--- config.mk ---
export PLATFORM = sky130hd
export DESIGN_NAME = gfx_wr_path
export DESIGN_NICKNAME = d
export VERILOG_FILES = /design/src/rtl/gfx_wr_pkg.sv /design/src/rtl/gfx_wr_regs.sv /design/src/rtl/gfx_wr_colsel.sv /design/src/rtl/gfx_wr_biten.sv /design/src/rtl/gfx_wr_path.sv
export SDC_FILE = /design/constraint.sdc
export NUM_CORES = 1
export LEC_CHECK = 0
export BUFFER_PORTS_ARGS = -buffer_cell sky130_fd_sc_hd__clkbuf_2
export CORE_UTILIZATION = 23
export CTS_CLUSTER_SIZE = 24
export DETAILED_ROUTE_END_ITERATION = 6
export PLACE_DENSITY = 0.43
export SLEW_MARGIN = 10
export SYNTH_ARGS = -nofsm -noshare
export SYNTH_HDL_FRONTEND = slang
export SYNTH_SLANG_ARGS = --single-unit
--- constraint.sdc ---
create_clock -name clk_i -period 1.05 [get_ports clk_i]
set_clock_uncertainty 0.05 [all_clocks]
set_input_delay 0.105 -clock clk_i [delete_from_list [all_inputs] [get_ports clk_i]]
set_output_delay 0.105 -clock clk_i [all_outputs]
set_load 0.01 [all_outputs]
--- src/rtl/gfx_wr_pkg.sv ---
package gfx_wr_pkg;
  localparam int DATA_W   = 32;
  localparam int LANE_W   = 8;
  localparam int BLK_COLS = 8;
  localparam int COL_W    = 8;

  typedef enum logic [1:0] {
    CMD_NOP   = 2'd0,
    CMD_WRITE = 2'd1,
    CMD_BLOCK = 2'd2,
    CMD_LOAD  = 2'd3
  } cmd_e;
endpackage

--- src/rtl/gfx_wr_regs.sv ---
module gfx_wr_regs #(
  parameter int DATA_W = 32
) (
  input  logic              clk_i,
  input  logic              rst_ni,
  input  logic              load_i,
  input  logic              sel_color_i,
  input  logic [DATA_W-1:0] data_i,
  output logic [DATA_W-1:0] color_o,
  output logic [DATA_W-1:0] mask_o
);
  logic [DATA_W-1:0] color_q, mask_q;

  always_ff @(posedge clk_i or negedge rst_ni) begin
    if (!rst_ni) begin
      color_q <= '0;
      mask_q  <= '1;
    end else if (load_i) begin
      if (sel_color_i) color_q <= data_i;
      else             mask_q  <= data_i;
    end
  end

  assign color_o = color_q;
  assign mask_o  = mask_q;


  mask_load_chk: assert property (@(posedge clk_i) disable iff (!rst_ni)
    (load_i && !sel_color_i) |=> (mask_q == $past(data_i)));

  color_load_chk: assert property (@(posedge clk_i) disable iff (!rst_ni)
    (load_i && sel_color_i) |=> (color_q == $past(data_i)));

  mask_hold_chk: assert property (@(posedge clk_i) disable iff (!rst_ni)
    !(load_i && !sel_color_i) |=> $stable(mask_q));

  color_hold_chk: assert property (@(posedge clk_i) disable iff (!rst_ni)
    !(load_i && sel_color_i) |=> $stable(color_q));
endmodule

--- src/rtl/gfx_wr_colsel.sv ---
module gfx_wr_colsel #(
  parameter int BLK_COLS = 8,
  localparam int BLK_AW  = $clog2(BLK_COLS)
) (
  input  logic                blk_i,
  input  logic [BLK_AW-1:0]   col_lo_i,
  input  logic [BLK_COLS-1:0] sel_i,
  output logic [BLK_COLS-1:0] col_en_o
);
  for (genvar c = 0; c < BLK_COLS; c++) begin : g_col
    assign col_en_o[c] = blk_i ? sel_i[c] : (col_lo_i == BLK_AW'(c));
  end
endmodule

--- src/rtl/gfx_wr_biten.sv ---
module gfx_wr_biten #(
  parameter int DATA_W = 32,
  parameter int LANE_W = 8,
  localparam int LANES = DATA_W / LANE_W
) (
  input  logic [LANES-1:0]  dqm_i,
  input  logic [DATA_W-1:0] mask_i,
  input  logic              use_mask_i,
  output logic [DATA_W-1:0] bit_we_o
);
  for (genvar k = 0; k < LANES; k++) begin : g_lane
    logic [LANE_W-1:0] lane_mask;
    assign lane_mask = use_mask_i ? mask_i[k*LANE_W +: LANE_W] : '1;
    assign bit_we_o[k*LANE_W +: LANE_W] = dqm_i[k] ? '0 : lane_mask;
  end
endmodule

--- src/rtl/gfx_wr_path.sv ---
module gfx_wr_path
  import gfx_wr_pkg::*;
#(
  parameter int DW  = DATA_W,
  parameter int LW  = LANE_W,
  parameter int NC  = BLK_COLS,
  parameter int CW  = COL_W,
  localparam int NL = DW / LW,
  localparam int AW = $clog2(NC)
) (
  input  logic          clk_i,
  input  logic          rst_ni,
  input  logic [1:0]    cmd_i,
  input  logic          dsf_i,
  input  logic [CW-1:0] col_i,
  input  logic [DW-1:0] dq_i,
  input  logic [NL-1:0] dqm_i,
  output logic          we_o,
  output logic [CW-1:0] col_base_o,
  output logic [NC-1:0] col_en_o,
  output logic [DW-1:0] bit_we_o,
  output logic [DW-1:0] wdata_o
);
  cmd_e cmd;
  logic is_wr, is_blk, use_mask, is_load;
  logic [DW-1:0] color, mask, bit_we_d;
  logic [NC-1:0] col_en_d;

  assign cmd      = cmd_e'(cmd_i);
  assign is_wr    = (cmd == CMD_WRITE) || (cmd == CMD_BLOCK);
  assign is_blk   = (cmd == CMD_BLOCK) && dsf_i;
  assign use_mask = is_wr && dsf_i;
  assign is_load  = (cmd == CMD_LOAD);

  gfx_wr_regs #(.DATA_W(DW)) u_regs (
    .clk_i       (clk_i),
    .rst_ni      (rst_ni),
    .load_i      (is_load),
    .sel_color_i (dsf_i),
    .data_i      (dq_i),
    .color_o     (color),
    .mask_o      (mask)
  );

  gfx_wr_colsel #(.BLK_COLS(NC)) u_colsel (
    .blk_i    (is_blk),
    .col_lo_i (col_i[AW-1:0]),
    .sel_i    (dq_i[NC-1:0]),
    .col_en_o (col_en_d)
  );

  gfx_wr_biten #(.DATA_W(DW), .LANE_W(LW)) u_biten (
    .dqm_i      (dqm_i),
    .mask_i     (mask),
    .use_mask_i (use_mask),
    .bit_we_o   (bit_we_d)
  );

  always_ff @(posedge clk_i or negedge rst_ni) begin
    if (!rst_ni) begin
      we_o       <= 1'b0;
      col_base_o <= '0;
      col_en_o   <= '0;
      bit_we_o   <= '0;
      wdata_o    <= '0;
    end else if (is_wr) begin
      we_o       <= 1'b1;
      col_base_o <= {col_i[CW-1:AW], {AW{1'b0}}};
      col_en_o   <= col_en_d;
      bit_we_o   <= bit_we_d;
      wdata_o    <= is_blk ? color : dq_i;
    end else begin
      we_o       <= 1'b0;
      col_en_o   <= '0;
      bit_we_o   <= '0;
      wdata_o    <= '0;
    end
  end


  idle_quiet_chk: assert property (@(posedge clk_i) disable iff (!rst_ni)
    !(cmd_i == 2'd1 || cmd_i == 2'd2) |=> (!we_o && col_en_o == '0 && bit_we_o == '0));

  single_col_chk: assert property (@(posedge clk_i) disable iff (!rst_ni)
    (cmd_i == 2'd1 || (cmd_i == 2'd2 && !dsf_i)) |=> ($onehot(col_en_o) && wdata_o == $past(dq_i)));

  blk_cols_chk: assert property (@(posedge clk_i) disable iff (!rst_ni)
    (cmd_i == 2'd2 && dsf_i) |=> (col_en_o == $past(dq_i[NC-1:0]) && col_base_o[AW-1:0] == '0));

  beat_valid_chk: assert property (@(posedge clk_i) disable iff (!rst_ni)
    (cmd_i == 2'd1 || cmd_i == 2'd2) |=> we_o);

  for (genvar k = 0; k < NL; k++) begin : g_lane_chk

    lane_mask_chk: assert property (@(posedge clk_i) disable iff (!rst_ni)
      ((cmd_i == 2'd1 || cmd_i == 2'd2) && dqm_i[k]) |=> (bit_we_o[k*LW +: LW] == '0));
  end
endmodule

**Word-level counts from Yosys, hierarchy flattened**

Index checks and enable logic that the tools add are counted.

- Input port bits: 49
- Logic and storage cells: 45
- Output and inout port bits: 81
- Bits in registers: 142

- Reductions and logical operators: 6
- Bitwise logic cells: 1
- Equality and inequality tests: 10
- Multiplexer cells: 21

Operators by type and width:

| kind | number |
|---|---|
| $mux 32 | 3 |
| $mux 8 | 9 |
| $eq 3x3->1 const B | 4 |
| $mux 1 | 9 |
| $eq 3x2->1 const B | 2 |
| $eq 2x2->1 const B | 2 |
| $reduce_and 2->1 | 2 |
| $eq 3x1->1 const B | 1 |
| $logic_not 3->1 | 1 |
| $eq 2x1->1 const B | 1 |
| $logic_and 1x1->1 | 2 |
| $logic_or 1x1->1 | 1 |
| $not 1->1 | 1 |

**Logic depth before layout (Yosys ltp)**

Gate-level depths: netlist (run 1).

- Word-level depth: 6
- Depth in mapped cells: 6

**Modules after synthesis**

From an unflattened synthesis (run 1), not the netlist that was laid out.

- Cell total of the unflattened synthesis: 481
- Area, all modules: 6,217.2 µm²

Modules (own cells, without submodules):

| module | times used | area each (µm²) | sequential area each (µm²) | cells each |
|---|---|---|---|---|
| gfx_wr_path | 1 | 3,183.1 | 1,951.9 | 252 |
| gfx_wr_regs | 1 | 2,571.2 | 1,641.6 | 137 |
| gfx_wr_biten | 1 | 329.1 | 0.0 | 71 |
| gfx_wr_colsel | 1 | 133.9 | 0.0 | 21 |

**Worst setup path before layout (run 1)**

No wires, ideal clock.

- Path kind: input-to-reg
- Start: input cmd_i[0]
- End: register wdata_o[10]
- Library setup time: 0.136 ns
- Arrival time: 1.052 ns
- Setup slack: -0.188 ns
- Stages: 6
- Data required time: 0.864 ns
- Cells stage by stage: inv_1 > ha_1 > buf_2 > buf_2 > clkbuf_1 > a21oi_1

- Longest elaborated chain between the ends: 4
- Elaborated cells on any way between the ends: 6

Ends and longest elaborated chain:

| item | RTL line | source |
|---|---|---|
| start, declared | gfx_wr_path.sv:13 | `input logic [1:0] cmd_i,` |
| $eq 2x2->1 | gfx_wr_path.sv:30, gfx_wr_path.sv:31 |  |
| $logic_and 1x1->1 | gfx_wr_path.sv:31 | `assign is_blk = (cmd == CMD_BLOCK) && dsf_i;` |
| $mux 32 | gfx_wr_path.sv:71 | `wdata_o <= is_blk ? color : dq_i;` |
| $mux 32 (*) | gfx_wr_path.sv:66 | `end else if (is_wr) begin` |
| end signal, assigned | gfx_wr_path.sv:71 |  |
| end, declared | gfx_wr_path.sv:22 | `output logic [DW-1:0] wdata_o` |

Every way passes the cells marked *; elsewhere a longest branch is shown, timed or not.
A chain may end at the register's enable or synchronous reset.

**Worst setup path in the final report (run 1)**

- Start: register wdata_o[31]
- End: output wdata_o[31]

No word-level cell between the ends.

==> results by group, run 1 <==
Global routing
  – Initial antenna violation count: 0
  – GRT busiest layer: met2
  – Vias in the first global route: 4399
  – GR Util met3: 2.62%
  – Met1 Use GR: 15.8%
  – GRT Overall Usage: 12.4%
  – Largest net degree at the start of global routing: 37
  – Met2 Usage GRT: 20.5%
  – First-pass GRT wire length: 24300 µm
  – GRT overflow: 0

Power
  – Sw power: 0.00382 W
  – PD cells: 1860 mW/mm²
  – Clock network fraction of total power: 42.1%
  – Cell internal pwr: 0.0121 W
  – Flop pwr share: 42.0%
  – Logic pwr share: 15.9%
  – Total power: 0.0160 W
  – Cell leakage power: 4.03 nW
  – Sw Share: 23.9%
  – VDD IR-drop max: 1.10 mV

Floorplanning
  – Row count: 57
  – Initial Util: 23.6%
  – Die height: 160 µm
  – Die area: 0.0257 mm²
  – Die width: 160 µm
  – I/O pins: 130
  – Core region area: 0.0245 mm²

Worst setup path
  – Buf/Inv on CP: 1
  – Crit path max fanout: 1
  – Critical Path RT: 0.89 ns
  – Delay of the slowest critical-path stage: 0.42 ns
  – Slowest-stage cell, CP: dfrtp_1
  – CP cell instances: buf_6
  – Flop-to-flop setup slack: 0 ns
  – CP endpoint kind: primary output
  – Crit Path Category: reg -> out
  – CP Launch Type: flop
  – Arrival time at the worst endpoint: 0.98 ns
  – Crit-path leading delay family: flip-flops

Synthesis
  – Post-Synth Simple-Gate Area: 5.32%
  – Synth Area in Compound Gates: 12.3%
  – Post-synthesis adder-cell area fraction: 0.434%
  – Mux share of post-synthesis cell area: 13.5%
  – Unique masters post-synth: 25
  – Post-Syn Area: 0.00576 mm²
  – Main combinational cell family by area after synthesis: multiplexers
  – YS warnings: 0
  – Average footprint of a synthesized cell: 12.9 µm²
  – Syn Inst Count: 447
  – Seq/Total Area, Yosys: 62.4%
  – Seq cells post-synth: 142
  – Post-Synth XOR/XNOR Area: 0%

Final layout
  – Footprint of the multi-input gates: 0.00215 mm²
  – Seq. cell area: 0.00359 mm²
  – Inserted Diodes: 0
  – Most frequent cells in the layout: clkbuf_2, dfrtp_1, dlygate4sd3_1
  – Area delta synth->final: 48.8%
  – Share of cells above drive strength 1: 57.8%
  – Nets@finish: 696
  – Fill cells: 2401
  – Commonest non-fill, non-tap cell in the layout: clkbuf_2

Place
  – Worst slack, placed: -0.296 ns
  – Port Buf Inserts: 126
  – Hpwl dp: 10500 µm
  – Final GP Congestion: 0.742

STA
  – Fin crit period: 1.14 ns
  – Fin crit share: 108%
  – PnR worst setup slack: -0.0880 ns
  – Fin. Hold Viols: 0
  – Final setup vio count: 58
  – Setup tns final: -0.911 ns
  – F_max: 879 MHz
  – RSZ-0062 raised after global routing: true
  – Max Slew Vio Count: 0

Routing
  – Detail-routed net length per standard cell: 15.4 µm
  – Initial DRT Pass Iterations: 4
  – Vias: 4090
  – DRC Markers: 0
  – Violation count after the first detailed-route iteration: 71
  – Antenna-violating nets left: 0
  – Via density: 4.16
  – WL final: 15100 µm

Flow run
  – Max-cap viol count: 0

Clock network
  – Clock sinks: 142
  – CTS Buf Count: 17
  – Clock transition at the registers of the reported paths: 0.06 ns
  – CTS root buf: clkbuf_16
  – Clk_lat worst skew: 0.41 ns
  – CTS tree: done
  – Clk buf depth: 2
  – H-tree Lvls: 4

Status
  – Failing checks: setup timing
  – Status: complete, but fails checks

Worst hold path
  – Hold Path Class: in -> reg
-- registers in the layout (all words and copies together), names as in the netlist --
register	cells
bit_we_o	32
u_regs.color_o	32
u_regs.mask_o	32
wdata_o	32
col_en_o	8
col_base_o	5
we_o	1
-- through the flow --
step | hold slack [ns] | cell area [µm²] | cells | utilization [%]
detailed placement | 0.0215 | 7380 | 899 | 30.2
global placement | 0.0210 | 7380 | 899 | 30.2
CTS | 0.00469 | 8530 | 981 | 34.9
floorplan | -0.241 | 6150 | 449 | -
finish | 0.0111 | 8580 | 982 | 35.1
global route | 0.0230 | 8580 | 982 | 35.1
-- cell type report --
class                           instances  area share, %
Sequential cell                       142           41.9
Multi-Input combinational cell        232           25.1
Timing Repair Buffer                  218           19.0
Clock buffer                           22           5.53
Tap cell                              324           4.73
Clock inverter                         10           2.14
Inverter                               34           1.58
-- final timing paths --
check	endpoint	start	depth (start not counted)
min in group asynchronous	bit_we_o[0]	rst_ni	2
max reg2reg	col_base_o[6]	col_base_o[6]	3
min	bit_we_o[11]	dqm_i[1]	3
max	wdata_o[31]	wdata_o[31]	1
min reg2reg	bit_we_o[22]	u_regs.mask_o[22]	2
max in group asynchronous	u_regs.mask_o[2]	rst_ni	3
-- kinds of logic after synthesis --
kind of cell / after synthesis
flops: 142
compound gates: 105
buf+inv: 75
mux: 69
simple gates: 53
fa+ha+maj: 2
other cells: 1
-- power by group through the flow --
stage / logic, W / registers, W / clock network [W]
2_1_floorplan: 0.00137 / 0.00683 / 0
3_3_place_gp: 0.00235 / 0.00678 / 0
3_5_place_dp: 0.00239 / 0.00680 / 0
4_1_cts: 0.00257 / 0.00671 / 0.00690
5_1_grt: 0.00278 / 0.00680 / 0.00713
6_report: 0.00254 / 0.00671 / 0.00672
-- cells in the mapped netlist --
cell | n | area (µm²)
dfrtp_1 | 110 | 2750
a21oi_1 | 64 | 320
mux2_2 | 61 | 687
inv_1 | 34 | 128
a21bo_2 | 32 | 320
dfstp_2 | 32 | 841
nand3_1 | 32 | 160
buf_2 | 15 | 75.1
clkbuf_1 | 13 | 48.8
mux2_1 | 8 | 90.1
nand4b_1 | 8 | 70.1
buf_4 | 7 | 52.6
or2_2 | 5 | 31.3
nand2b_1 | 4 | 25.0
o31ai_1 | 4 | 30.0
buf_1 | 3 | 11.3
buf_6 | 3 | 33.8
ha_1 | 2 | 25.0
nand2_1 | 2 | 7.51
o21ai_0 | 2 | 10.0
o41ai_1 | 2 | 17.5
a211o_1 | 1 | 8.76
and2_0 | 1 | 6.26
conb_1 | 1 | 3.75
nor2b_1 | 1 | 6.26
-- layer usage --
metal | up-vias | part of all wire [%] | routed length (µm)
li1 | 1914 | - | -
met1 | 2062 | 46 | 6940
met2 | 98 | 49 | 7380
met3 | 16 | 3.5 | 535
met4 | 0 | 1.6 | 242
met5 | - | 0 | 0
-- repair_timing --
| action | in CTS | in global routing |
|---|---|---|
| hold buffers | 46 | 0 |
| hold endpoints to repair | 215 | 0 |
| buffers inserted | 4 | 1 |
| gates cloned | 0 | 0 |
| resized for setup | 0 | 19 |
| endpoints found under the setup margin | 78 | 79 |
Note: power is estimated with default switching activity, not from simulation.
==> run 2, diff against run 1 <==
CORE_ASPECT_RATIO = 2   (was not set)
==> run 2 against run 1 <==
Effect of this change: the flow still finishes with violations (setup timing); final area fell by 2.7%; utilization fell by 1.0 points; clock power fell by 4.9%; first-iteration DRC count rose by 85%; worst setup slack improved by 0.036 ns; wire length rose by 3.4%; sequential share of layout area rose by 1.2 points; die area rose by 0.15%; via count fell by 1.6%; critical endpoint is now col_base_o[4]; largest cell class unchanged; largest power group is now sequential cells.
==> results by group, run 2 (same netlist as run 1, synthesis figures left out) <==
Worst setup path
  – Arrival time at the worst endpoint: 0.95 ns
  – Critical Path RT: 0.89 ns
  – Crit Path Category: reg -> out
  – Crit-path leading delay family: flip-flops
  – Buf/Inv on CP: 1
  – Crit path max fanout: 2
  – Slowest-stage cell, CP: dfrtp_1
  – Delay of the slowest critical-path stage: 0.38 ns
  – CP Launch Type: flop
  – CP cell instances: buf_2
  – CP endpoint kind: primary output

Global routing
  – Met2 Usage GRT: 24.5%
  – Vias in the first global route: 4367
  – Met1 Use GR: 13.4%
  – GR Util met3: 2.84%
  – GRT overflow: 0
  – GRT Overall Usage: 13.2%
  – GRT busiest layer: met2
  – First-pass GRT wire length: 24700 µm
  – Initial antenna violation count: 0
  – Largest net degree at the start of global routing: 58

Routing
  – WL final: 15600 µm
  – DRC Markers: 0
  – Via density: 4.15
  – Antenna-violating nets left: 0
  – Violation count after the first detailed-route iteration: 131
  – Vias: 4026
  – Initial DRT Pass Iterations: 4
  – Detail-routed net length per standard cell: 16.1 µm

Place
  – Hpwl dp: 11100 µm
  – Placed cells: 891
  – Port Buf Inserts: 126
  – Final GP Congestion: 0.709
  – Placed instance area: 0.00723 mm²
  – Worst slack, placed: -0.303 ns

Status
  – Failing checks: setup timing
  – Status: complete, but fails checks

Power
  – Clock network fraction of total power: 41.1%
  – Sw Share: 25.1%
  – PD cells: 1860 mW/mm²
  – VDD IR-drop max: 0.782 mV
  – Flop pwr share: 43.1%
  – Cell leakage power: 3.90 nW
  – Sw power: 0.00391 W
  – Logic pwr share: 15.8%
  – Cell internal pwr: 0.0116 W

Final layout
  – Finished Cell Area: 0.00834 mm²
  – Finished Layout Cells: 970
  – Inserted Diodes: 0
  – Area delta synth->final: 44.8%
  – Commonest non-fill, non-tap cell in the layout: clkbuf_2
  – Nets@finish: 676
  – Share of cells above drive strength 1: 56.6%
  – Most frequent cells in the layout: clkbuf_2, dfrtp_1, dlygate4sd3_1
  – Util after Layout: 34.0%

Clock network
  – CTS root buf: clkbuf_16
  – CTS Buf Count: 17
  – CTS tree: done
  – Clk buf depth: 2
  – Clock sinks: 142
  – H-tree Lvls: 4
  – Clock transition at the registers of the reported paths: 0.06 ns
  – Clk_lat worst skew: 0.43 ns

STA
  – Fin crit period: 1.10 ns
  – Fin. Hold Viols: 0
  – RSZ-0062 raised after global routing: true
  – F_max: 907 MHz
  – Max Slew Vio Count: 0
  – Setup tns final: -1.66 ns
  – Fin crit share: 105%
  – PnR worst setup slack: -0.0525 ns
  – Final setup vio count: 78

Floorplanning
  – Initial Util: 23.5%
  – Core region area: 0.0245 mm²
  – Die height: 226 µm
  – I/O pins: 130
  – Die width: 114 µm
  – Die area: 0.0257 mm²
  – Row count: 81

Worst hold path
  – Hold Path Class: in -> async

Flow run
  – Max-cap viol count: 0
-- run 2: power by group through the flow --
stage | Clock [W] | Sequential [W] | Combinational (W)
2_1_floorplan | 0 | 0.00683 | 0.00137
3_3_place_gp | 0 | 0.00678 | 0.00230
3_5_place_dp | 0 | 0.00679 | 0.00235
4_1_cts | 0.00659 | 0.00671 | 0.00250
5_1_grt | 0.00684 | 0.00679 | 0.00267
6_report | 0.00639 | 0.00670 | 0.00245
-- run 2: metal layers --
layer / up-vias / wire length, µm
met3: 23 / 419
met4: 0 / 431
li1: 1870 / -
met5: - / 0
met2: 87 / 9010
met1: 2046 / 5760
-- run 2: metrics by stage --
step / power (W) / hold slack, ns
after CTS: 0.0158 / 0.0669
final: 0.0155 / 0.0723
after global placement: 0.00908 / -0.0416
after global routing: 0.0163 / 0.0920
after floorplan: 0.00820 / -0.241
after detailed placement: 0.00914 / -0.0353
-- run 2: worst paths after layout --
| kind | slack [ns] | startpoint | endpoint | cells past startpoint |
|---|---|---|---|---|
| min reg2reg | 0.45 | u_regs.mask_o[22] | bit_we_o[22] | 2 |
| min | 0.07 | rst_ni | u_regs.color_o[4] | 2 |
| max reg2reg | 0.13 | col_base_o[3] | col_base_o[3] | 2 |
| max | -0.05 | col_base_o[4] | col_base_o[4] | 1 |
| max in group asynchronous | 0.31 | rst_ni | wdata_o[11] | 3 |
| min in group clk_i | 0.12 | cmd_i[1] | we_o | 4 |
-- run 2: repair_timing --
item | in CTS | in global routing
resized for setup | 0 | 14
setup buffers | 2 | 0
hold buffers | 45 | 0
hold endpoints to repair | 242 | 0
endpoints found under the setup margin | 78 | 78
-- run 2: final cells by class --
cell class / instances / area [µm²]
clock buffers: 18 / 429
clock inverters: 14 / 193
fillers: 2507 / 16200
inverters: 34 / 135
multi-input cells: 232 / 2130
flip-flops and latches: 142 / 3590
well taps: 332 / 415
repair buffers: 198 / 1440
==> run 3, diff against run 2 <==
CORE_UTILIZATION = 30   (was 23)
PLACE_DENSITY = 0.51   (was 0.43)
SKIP_LAST_GASP = 1   (was not set)
==> run 3 against run 2 <==
Effect of this change: the flow still finishes with violations (setup timing); final area grew 1.2%; utilization grew 11 points; worst setup slack lost 0.026 ns; count of clock-buffer cells in the layout grew 1; wire length shrank 3.3%; worst hold slack lost 0.031 ns; die area shrank 23%; clock power shrank 3%; combinational power grew 4%; highest routed layer unchanged.
==> results by group, run 3 (same netlist as run 1, synthesis figures left out) <==
Status
  – Status: complete, but fails checks
  – Failing checks: setup timing

Worst hold path
  – Hold Path Class: in -> reg
  – Hold path endpoint: bit_we_o[17]
  – Hold Path Origin: dqm_i[2]
  – WHS Path Cells: 3

Clock network
  – Clk buf depth: 2
  – Clock transition at the registers of the reported paths: 0.06 ns
  – H-tree Lvls: 4
  – Clk_lat worst skew: 0.42 ns
  – Clock sinks: 142
  – CTS tree: done
  – CTS root buf: clkbuf_16
  – CTS Buf Count: 17

Worst setup path
  – Delay of the slowest critical-path stage: 0.41 ns
  – Buf/Inv on CP: 1
  – Crit Path Category: reg -> out
  – Crit path max fanout: 1
  – CP Launch Type: flop
  – Critical Path RT: 0.89 ns
  – CP cell instances: buf_2
  – R2R Path End: col_base_o[4]
  – Slowest-stage cell, CP: dfrtp_1
  – Critical R2R Launch: col_base_o[4]
  – Worst R2R Path Depth: 3
  – Arrival time at the worst endpoint: 0.97 ns
  – CP endpoint kind: primary output
  – Setup crit start: col_en_o[0]
  – Flop-to-flop setup slack: -0.01 ns
  – Crit-path leading delay family: flip-flops

Floorplanning
  – Die area: 0.0198 mm²
  – Die width: 100 µm
  – I/O pins: 130
  – Core region area: 0.0188 mm²
  – Initial Util: 30.6%
  – Die height: 198 µm
  – Row count: 71

Global routing
  – GRT Overall Usage: 16.1%
  – Initial antenna violation count: 0
  – First-pass GRT wire length: 23700 µm
  – Largest net degree at the start of global routing: 31
  – Vias in the first global route: 4413
  – GRT overflow: 0

STA
  – Max Slew Vio Count: 0
  – Final setup vio count: 45
  – F_max: 886 MHz
  – Fin crit period: 1.13 ns
  – Hold slack: 0.0415 ns
  – Fin. Hold Viols: 0
  – Fin crit share: 108%
  – PnR worst setup slack: -0.0788 ns
  – RSZ-0062 raised after global routing: true

Final layout
  – Nets@finish: 705
  – Share of cells above drive strength 1: 58.6%
  – Footprint of the multi-input gates: 0.00214 mm²
  – Finished Layout Cells: 922
  – Seq. cell area: 0.00359 mm²
  – Commonest non-fill, non-tap cell in the layout: clkbuf_2
  – Inserted Diodes: 0
  – Area delta synth->final: 46.6%
  – Most frequent cells in the layout: clkbuf_2, dfrtp_1, buf_4
  – Fill cells: 1783

Routing
  – Violation count after the first detailed-route iteration: 89
  – Detail-routed net length per standard cell: 16.4 µm
  – Vias: 4126
  – WL final: 15100 µm
  – DRC Markers: 0
  – Antenna-violating nets left: 0
  – Via density: 4.48
  – Initial DRT Pass Iterations: 4

Flow run
  – Max-cap viol count: 0

Place
  – Hpwl dp: 10600 µm
  – Final GP Congestion: 0.772
  – Port Buf Inserts: 126
  – Placed cells: 841

Power
  – VDD IR-drop max: 0.860 mV
  – PD cells: 1830 mW/mm²
  – Cell leakage power: 4.03 nW
run 3: cell types whose count changed in the layout (fill, tap and decap cells not counted), sizes merged:
cell and delta:
buf +31, clkinv -3, clkinvlp +2, bufinv -1
clkbuf -1, inv +1
run 3: timing repair:
action	in CTS	in global routing
hold buffers	45	0
buffers inserted	3	2
setup endpoints to repair	78	79
endpoints found under the hold margin	211	0
resized for setup	0	12
run 3: how the worst max path moves through the flow:
| stage | endpoint | slack (ns) | cells past startpoint |
|---|---|---|---|
| after global placement | wdata_o[17] | -0.30 | 6 |
| after CTS | col_en_o[0] | -0.09 | 1 |
| after global routing | col_en_o[0] | -0.1 | 1 |
| final | col_en_o[0] | -0.08 | 1 |
| after floorplan | u_regs.mask_o[10] | -0.02 | 5 |
| after detailed placement | col_en_o[3] | -0.34 | 5 |
run 3: worst reg2reg max path, stage by stage (launching register included):
cell and delay, ns:
dfrtp_1 0.39, buf_4 0.14, buf_4 0.12, mux2_4 0.25
run 3: cell type report:
cell class / count / area share (%)
clock inverters: 13 / 1.94
inverters: 34 / 1.60
repair buffers: 227 / 19.5
multi-input cells: 232 / 25.3
clock buffers: 19 / 5.25
flip-flops and latches: 142 / 42.6
well taps: 255 / 3.78
run 3: metal layers:
metal	up-vias	GRT usage [%]	wire, µm
met5	-	0	0
met4	0	8.80	499
met3	26	3.25	474
met2	102	28.5	8160
met1	2060	18.0	5960
li1	1938	-	-
run 3: per-stage QoR:
stage                     power, W  util [%]  setup slack (ns)  area (µm²)  setup TNS, ns
after floorplan            0.00820         -           -0.0203        6150         -0.795
after global placement     0.00912      39.0            -0.298        7340         -30.19
after detailed placement   0.00920      39.0            -0.337        7340         -31.77
after CTS                   0.0157      44.7           -0.0939        8420          -2.59
after global routing        0.0162      44.8           -0.0997        8440          -3.61
final                       0.0155      44.8           -0.0788        8440         -0.874
run 3: power by group:
group          switching (W)  total [W]  internal, W  leakage (nW)
Clock                0.00240    0.00621      0.00381         0.282
Combinational        0.00117    0.00255      0.00138          2.01
Sequential          0.000346    0.00671      0.00637          1.73
